**config.mk**
```make
export PLATFORM = sky130hd
export DESIGN_NAME = cube_route_net
export DESIGN_NICKNAME = d
export VERILOG_FILES = /design/src/rtl/cube_route_pkg.sv /design/src/rtl/cube_route_ctrl.sv /design/src/rtl/cube_route_data.sv /design/src/rtl/cube_route_elem.sv /design/src/rtl/cube_route_net.sv
export SDC_FILE = /design/constraint.sdc
export NUM_CORES = 2
export LEC_CHECK = 0
export ABC_AREA = 1
export BUFFER_PORTS_ARGS = -buffer_cell sky130_fd_sc_hd__buf_2
export CAP_MARGIN = 20
export CORE_UTILIZATION = 45
export DETAILED_ROUTE_END_ITERATION = 7
export GPL_TIMING_DRIVEN = 0
export PLACE_DENSITY = 0.71
export SETUP_SLACK_MARGIN = 0.2
export SLEW_MARGIN = 20
export SYNTH_ARGS = -nofsm -noshare
export SYNTH_HDL_FRONTEND = slang
export SYNTH_SLANG_ARGS = --single-unit
```
**constraint.sdc**
```tcl
create_clock -name clk -period 1.99 [get_ports clk]
set_input_delay 0.2985 -clock clk [delete_from_list [all_inputs] [get_ports clk]]
set_output_delay 0.2985 -clock clk [all_outputs]
set_load 0.005 [all_outputs]
```
**src/rtl/cube_route_pkg.sv**
```systemverilog
package cube_route_pkg;

  // Strobes from an element's control to its datapath, indexed by exit
  // (0 = upper, 1 = lower).
  typedef struct packed {
    logic [1:0] load;  // capture a new word into the exit register
    logic [1:0] pick;  // which element input feeds that exit
  } elemStrobe_t;

endpackage

```
**src/rtl/cube_route_ctrl.sv**
```systemverilog
module cube_route_ctrl
  import cube_route_pkg::*;
(
  input  logic        clk,
  input  logic        rstN,
  input  logic [1:0]  inValid,
  input  logic [1:0]  steer,     // routing bit of each input word
  output logic [1:0]  inReady,
  output logic [1:0]  outValid,
  input  logic [1:0]  outReady,
  output elemStrobe_t strobe
);

  logic [1:0]      full;
  logic            prio;        // input favoured on the next clash
  logic [1:0][1:0] want;        // want[exit][input]
  logic [1:0]      canLoad;
  logic [1:0]      clash;
  logic [1:0]      pickSel;
  logic [1:0]      loadEn;

  always_comb begin
    for (int o = 0; o < 2; o++) begin
      for (int i = 0; i < 2; i++) begin
        want[o][i] = inValid[i] && (steer[i] == o[0]);
      end
      canLoad[o] = !full[o] || outReady[o];
      clash[o]   = want[o][0] && want[o][1];
      pickSel[o] = clash[o] ? prio : want[o][1];
      loadEn[o]  = canLoad[o] && (want[o] != 2'b00);
    end
    for (int i = 0; i < 2; i++) begin
      inReady[i] = inValid[i] && loadEn[steer[i]] && (pickSel[steer[i]] == i[0]);
    end
  end

  assign strobe.load = loadEn;
  assign strobe.pick = pickSel;
  assign outValid    = full;

  always_ff @(posedge clk or negedge rstN) begin
    if (!rstN) begin
      full <= '0;
      prio <= 1'b0;
    end else begin
      for (int o = 0; o < 2; o++) begin
        if (loadEn[o])        full[o] <= 1'b1;
        else if (outReady[o]) full[o] <= 1'b0;
      end
      if ((clash[0] && canLoad[0]) || (clash[1] && canLoad[1])) prio <= ~prio;
    end
  end

  for (genvar o = 0; o < 2; o++) begin : g_exitChk
    // a stalled exit register keeps its packet
    a_r6_hold_full: assert property (@(posedge clk) disable iff (!rstN)
      (full[o] && !outReady[o]) |=> full[o]);
    // back-to-back resolved clashes go to different inputs
    a_r5_alternate: assert property (@(posedge clk) disable iff (!rstN)
      (clash[o] && canLoad[o]) |=>
        (!(clash[o] && canLoad[o]) || (pickSel[o] != $past(pickSel[o]))));
  end

  for (genvar i = 0; i < 2; i++) begin : g_inChk
    // an accepted packet lands in the exit named by its routing bit
    a_r4_accept_lands: assert property (@(posedge clk) disable iff (!rstN)
      (inValid[i] && inReady[i]) |=> full[$past(steer[i])]);
  end

endmodule

```
**src/rtl/cube_route_data.sv**
```systemverilog
module cube_route_data
  import cube_route_pkg::*;
#(
  parameter int WORD_W = 20
) (
  input  logic                   clk,
  input  logic                   rstN,
  input  logic [1:0][WORD_W-1:0] inWord,
  input  elemStrobe_t            strobe,
  output logic [1:0][WORD_W-1:0] outWord
);

  always_ff @(posedge clk or negedge rstN) begin
    if (!rstN) begin
      outWord <= '0;
    end else begin
      for (int o = 0; o < 2; o++) begin
        if (strobe.load[o]) outWord[o] <= inWord[strobe.pick[o]];
      end
    end
  end

endmodule

```
**src/rtl/cube_route_elem.sv**
```systemverilog
module cube_route_elem
  import cube_route_pkg::*;
#(
  parameter int WORD_W    = 20,
  parameter int STEER_BIT = 19
) (
  input  logic                   clk,
  input  logic                   rstN,
  input  logic [1:0]             inValid,
  input  logic [1:0][WORD_W-1:0] inWord,
  output logic [1:0]             inReady,
  output logic [1:0]             outValid,
  output logic [1:0][WORD_W-1:0] outWord,
  input  logic [1:0]             outReady
);

  elemStrobe_t strobe;
  logic [1:0]  steer;

  assign steer = {inWord[1][STEER_BIT], inWord[0][STEER_BIT]};

  cube_route_ctrl u_ctrl (
    .clk      (clk),
    .rstN     (rstN),
    .inValid  (inValid),
    .steer    (steer),
    .inReady  (inReady),
    .outValid (outValid),
    .outReady (outReady),
    .strobe   (strobe)
  );

  cube_route_data #(.WORD_W(WORD_W)) u_data (
    .clk     (clk),
    .rstN    (rstN),
    .inWord  (inWord),
    .strobe  (strobe),
    .outWord (outWord)
  );

endmodule

```
**src/rtl/cube_route_net.sv**
```systemverilog
module cube_route_net #(
  parameter int LOG2N = 4,
  parameter int PAY_W = 16
) (
  input  logic                       clk,
  input  logic                       rstN,
  input  logic [(1<<LOG2N)-1:0]       inValid,
  input  logic [(1<<LOG2N)*LOG2N-1:0] inDest,
  input  logic [(1<<LOG2N)*PAY_W-1:0] inPayload,
  output logic [(1<<LOG2N)-1:0]       inReady,
  output logic [(1<<LOG2N)-1:0]       outValid,
  output logic [(1<<LOG2N)*PAY_W-1:0] outPayload,
  input  logic [(1<<LOG2N)-1:0]       outReady
);

  localparam int NPORT  = 1 << LOG2N;
  localparam int NELEM  = NPORT / 2;
  localparam int WORD_W = LOG2N + PAY_W;

  // line level k feeds stage k; level LOG2N is the network output
  logic [LOG2N:0][NPORT-1:0]             lineValid;
  logic [LOG2N:0][NPORT-1:0]             lineReady;
  logic [LOG2N:0][NPORT-1:0][WORD_W-1:0] lineWord;

  for (genvar s = 0; s < NPORT; s++) begin : g_edge
    assign lineValid[0][s] = inValid[s];
    assign lineWord[0][s]  = {inDest[s*LOG2N +: LOG2N], inPayload[s*PAY_W +: PAY_W]};
    assign inReady[s]      = lineReady[0][s];
    assign outValid[s]                 = lineValid[LOG2N][s];
    assign outPayload[s*PAY_W +: PAY_W] = lineWord[LOG2N][s][PAY_W-1:0];
    assign lineReady[LOG2N][s]         = outReady[s];
  end

  for (genvar k = 0; k < LOG2N; k++) begin : g_stage
    for (genvar j = 0; j < NELEM; j++) begin : g_elem
      // element position p takes line q where rotate-left(q) == p
      localparam int P0 = 2 * j;
      localparam int P1 = 2 * j + 1;
      localparam int Q0 = (P0 >> 1) | ((P0 & 1) << (LOG2N - 1));
      localparam int Q1 = (P1 >> 1) | ((P1 & 1) << (LOG2N - 1));

      logic [1:0]             eInReady;
      logic [1:0]             eOutValid;
      logic [1:0][WORD_W-1:0] eOutWord;

      cube_route_elem #(
        .WORD_W    (WORD_W),
        .STEER_BIT (PAY_W + LOG2N - 1 - k)
      ) u_elem (
        .clk      (clk),
        .rstN     (rstN),
        .inValid  ({lineValid[k][Q1], lineValid[k][Q0]}),
        .inWord   ({lineWord[k][Q1], lineWord[k][Q0]}),
        .inReady  (eInReady),
        .outValid (eOutValid),
        .outWord  (eOutWord),
        .outReady ({lineReady[k+1][P1], lineReady[k+1][P0]})
      );

      assign lineReady[k][Q0]   = eInReady[0];
      assign lineReady[k][Q1]   = eInReady[1];
      assign lineValid[k+1][P0] = eOutValid[0];
      assign lineValid[k+1][P1] = eOutValid[1];
      assign lineWord[k+1][P0]  = eOutWord[0];
      assign lineWord[k+1][P1]  = eOutWord[1];
    end
  end

  // nothing is presented on the edge that ends reset
  a_r1_reset_empty: assert property (@(posedge clk) disable iff (!rstN)
    $rose(rstN) |-> (outValid == '0));

  for (genvar p = 0; p < NPORT; p++) begin : g_outChk
    // a word reaching port p was addressed to p
    a_r2_port_matches_dest: assert property (@(posedge clk) disable iff (!rstN)
      outValid[p] |-> (lineWord[LOG2N][p][PAY_W +: LOG2N] == LOG2N'(p)));
    // stalled output keeps its payload
    a_r6_out_hold: assert property (@(posedge clk) disable iff (!rstN)
      (outValid[p] && !outReady[p]) |=>
        (outValid[p] && $stable(outPayload[p*PAY_W +: PAY_W])));
  end

endmodule

```
==> flow_summary_export.csv <==
group,metric,value,unit
yosys,synth_warnings,0,
yosys,ys_types,37,
yosys,synthArstFlopShare,100,%
finish,nNetsFinal,8732,
floorplanning,initial_core_util,45.3,%
yosys,synth.area.top_cells,"dfrtp_1, nand2_1, mux2i_1, o21ai_0, nor2_1",
timing,slew_headroom,21.2,%
floorplanning,core_area,0.129,mm²
hold_path,hold_start,"inDest[23]",
timing,rsz0062_at_grt,"yes",
setup_path,start_kind,"flip-flop",
yosys,synth_seq_cells,1216,
placed_design,pre_cts_slack,-1.52,ns
timing,drv_slew,0,
clocking,cts.htree.levels,4,
run_status,violations,"setup timing",
timing,max_slew.worst_pin.slew,1.18,ns
setup_path,cp_cell_sequence,"nand2_4 > inv_4 > nand2_2 > o21ai_4 > nand2_4 > nand2_4 > nand2_2 > nand2_2 > nand2_4 > nand2_4 > nand2_2 > nand2_2 > nand2_2 > nand2_4 > nand2_1 > a21boi_2 > buf_2",
power,ir_worst_vdd,1090,µV
clocking,cts_buffers,137,
route,wl,242000,µm
finish,layout-drive-gt1-share,22.5,%
run_status,status,"finished, violations left",
placed_design,gp_congestion,1.04,
clocking,clockBufferDepth,3,
setup_path,rrSetupSlack,-0.99,ns
yosys,netlist_area,0.0586,mm²
setup_path,crit_type,"reg2out",
global_route,track_usage,35.3,%
setup_path,r2r_end,"g_stage[3].g_elem[5].u_elem.u_ctrl.prio",
floorplanning,die_x,363,µm
clocking,clk_pin_slew,0.05,ns
yosys,synth-seq-area-share,51.9,%
route,drt-vias-per-instance,5.66,
power,power.leakage,38.9,nW
timing,fin_crit_sh,158,%
route,drt-initial-drc-count,6755,
setup_path,cpLargestDelayFamily,"simple AND/OR/NAND/NOR gates",
yosys,synth_top_area_share,51.9,%
yosys,synth_edf_count,0,
yosys,synthFlopType,"dfrtp_1",
route,via_count,57900,
route,drc,0,
yosys,synth.most_common_cell,"nand2_1",
route,drt.antenna.violating_nets,0,
timing,setup_viol,1370,
yosys,yosysTopAreaCell,"dfrtp_1",
setup_path,end_kind,"output port",
global_route,antenna_found_initial,30,
timing,holdWs,0.0482,ns
clocking,cts_num_sinks,1216,
clocking,cts_root_buf,"clkbuf_16",
clocking,clock_latency,0.79,ns
timing,tns,-455.35,ns
floorplanning,num_rows,132,
finish,final_cells,10200,
setup_path,required,1.69,ns
finish,area_delta_synth_final,32.9,%
yosys,syn_inst,6987,
hold_path,holdPathStages,6,
clocking,tritoncts,"built",
setup_path,cp_slowest_cell,"dfrtp_2",
hold_path,holdCritPathClass,"in2reg",
hold_path,holdPathEnd,"g_stage[0].g_elem[5].u_elem.u_ctrl.prio",
timing,fmax,319,MHz
floorplanning,die_h,363,µm
placed_design,hpwl,176000,µm
timing,setup_ws,-1.15,ns
setup_path,rr_startpoint,"g_stage[2].g_elem[2].u_elem.u_ctrl.outValid[1]",
yosys,avgSynthCellArea,8.39,µm²
yosys,synth_nets,7341,
timing,period_needed,3.14,ns
setup_path,critPathMaxFanout,3,
setup_path,worst_r2r_path_depth,21,
route,firstDrtPassIters,6,
floorplanning,num_io_pins,642,
setup_path,critPathMaxStageDelay,0.46,ns
global_route,grt_pass1_wl,346000,µm
global_route,grt_overflow,0,
timing,fin_skew,0.0317,ns
setup_path,arrival,2.84,ns
placed_design,portBuffers,641,
power,powerDensity,2030,mW/mm²
global_route,grt_pass1_vias,54900,
setup_path,worstPathBufferInverterCount,2,
flow_run,maxCapViolations,0,
timing,hold_viol,0,
floorplanning,dieArea,0.132,mm²
finish,fillers,11200,
placed_design,post-place-cells,9380,
global_route,grt_start_max_net_pins,136,
yosys,synth_common_cells,"nand2_1, dfrtp_1, o21ai_0, nor2_1, inv_1",
route,wire_per_inst,23.6,µm
==> worst reg2reg max path, stage by stage (launching register included) <==
cell and delay (ns):
dfrtp_2 0.42, inv_2 0.07, nor2_4 0.13, nand2_4 0.09, buf_6 0.12, buf_6 0.10, buf_6 0.10, buf_6 0.10
buf_6 0.10, buf_6 0.10, buf_6 0.10, buf_6 0.10, buf_6 0.10, buf_6 0.10, buf_6 0.11, buf_6 0.11
buf_6 0.11, buf_6 0.11, buf_6 0.10, buf_6 0.11, o32ai_4 0.29, xor2_1 0.18
==> timing repair <==
item                       in CTS  in global routing
gates cloned                   15                 11
resized for setup             512                379
pin swaps                     118                109
hold buffers                  343                  1
hold endpoints to repair      698                225
setup endpoints to repair    1335               2017
buffers inserted              146                 87
==> metrics by stage <==
| step | util [%] | total power [mW] | cell area [µm²] |
|---|---|---|---|
| 3_5_place_dp | 49.9 | 116 | 64600 |
| 4_1_cts | 58.6 | 151 | 75800 |
| 6_report | 60.3 | 158 | 77900 |
| 5_1_grt | 60.2 | 167 | 77900 |
| 3_3_place_gp | 49.7 | 114 | 64300 |
| 2_1_floorplan | - | 88.6 | 58900 |
==> flip-flops by register name, summed over array words and instances, names as in the netlist <==
register	count
g_stage.g_elem.u_elem.u_ctrl.prio	32
g_stage.g_elem.u_elem.u_data.outWord	1120
g_stage.g_elem.u_elem.u_ctrl.outValid	64
==> report_power, final <==
| group | total (mW) | leakage (nW) | switching [mW] | internal, mW |
|---|---|---|---|---|
| sequential | 52.0 | 14.6 | 14.3 | 37.7 |
| clock | 26.1 | 2.25 | 10.8 | 15.4 |
| combinational | 80.0 | 22.1 | 50.4 | 29.6 |
| total | 158 | 38.9 | 75.4 | 82.7 |
==> cells by family after synthesis <==
logic type      after synthesis  share of synthesized area, %
simple gates               2872                          19.3
mux                         403                          6.90
buf+inv                     809                          5.69
flops                      1216                          51.9
xor+xnor                     24                         0.359
compound gates             1663                          15.8
==> layout by cell type (no fill, tap or decap), types with 34 or more instances in the layout <==
cell type	n
nand2_1	1747
dfrtp_1	1187
buf_2	665
nor2_1	594
o21ai_0	580
a21oi_1	407
inv_1	406
mux2i_1	392
dlygate4sd3_1	340
nand2_2	236
clkbuf_1	234
o21ai_1	212
a31oi_1	190
buf_4	161
clkbuf_16	155
buf_6	120
nand2_4	108
nand3_1	105
o21ai_2	80
o211ai_1	41
inv_2	34
a211oi_4	34
==> cell type report <==
class                           instances  area (µm²)  area share [%]
Clock buffer                          195        4010            5.15
Timing Repair Buffer                 1252        9690            12.4
Inverter                              461        1770            2.27
Clock inverter                         46         561           0.719
Antenna cell                           12        30.0          0.0385
Buffer                                347        2040            2.62
Multi-Input combinational cell       4963       27200            34.9
Tap cell                             1742        2180            2.80
Sequential cell                      1216       30500            39.1
==> layer usage <==
layer  GRT usage [%]  share of wire, %  up-vias
li1                -                 -    25900
met5               0             0.044        -
met1            46.4                39    28300
met3            8.45               9.7      741
met2            53.7                45     3025
met4            19.7               6.3       20
==> worst max-delay path by stage <==
stage,start,to,slack [ns],cells past startpoint
global route,g_stage[2].g_elem[1].u_elem.u_ctrl.outValid[0],inReady[8],-1.27,15
detailed placement,rstN,g_stage[3].g_elem[7].u_elem.u_data.outWord[9],-1.52,6
global placement,rstN,g_stage[3].g_elem[7].u_elem.u_data.outWord[12],-25.96,1
finish,g_stage[2].g_elem[5].u_elem.u_ctrl.outValid[1],inReady[11],-1.15,17
CTS,g_stage[2].g_elem[7].u_elem.u_data.outWord[36],inReady[11],-1.14,16
floorplan,g_stage[3].g_elem[4].u_elem.u_ctrl.prio,g_stage[0].g_elem[5].u_elem.u_data.outWord[28],0.07,18
Power figures use the tool's default switching activity.
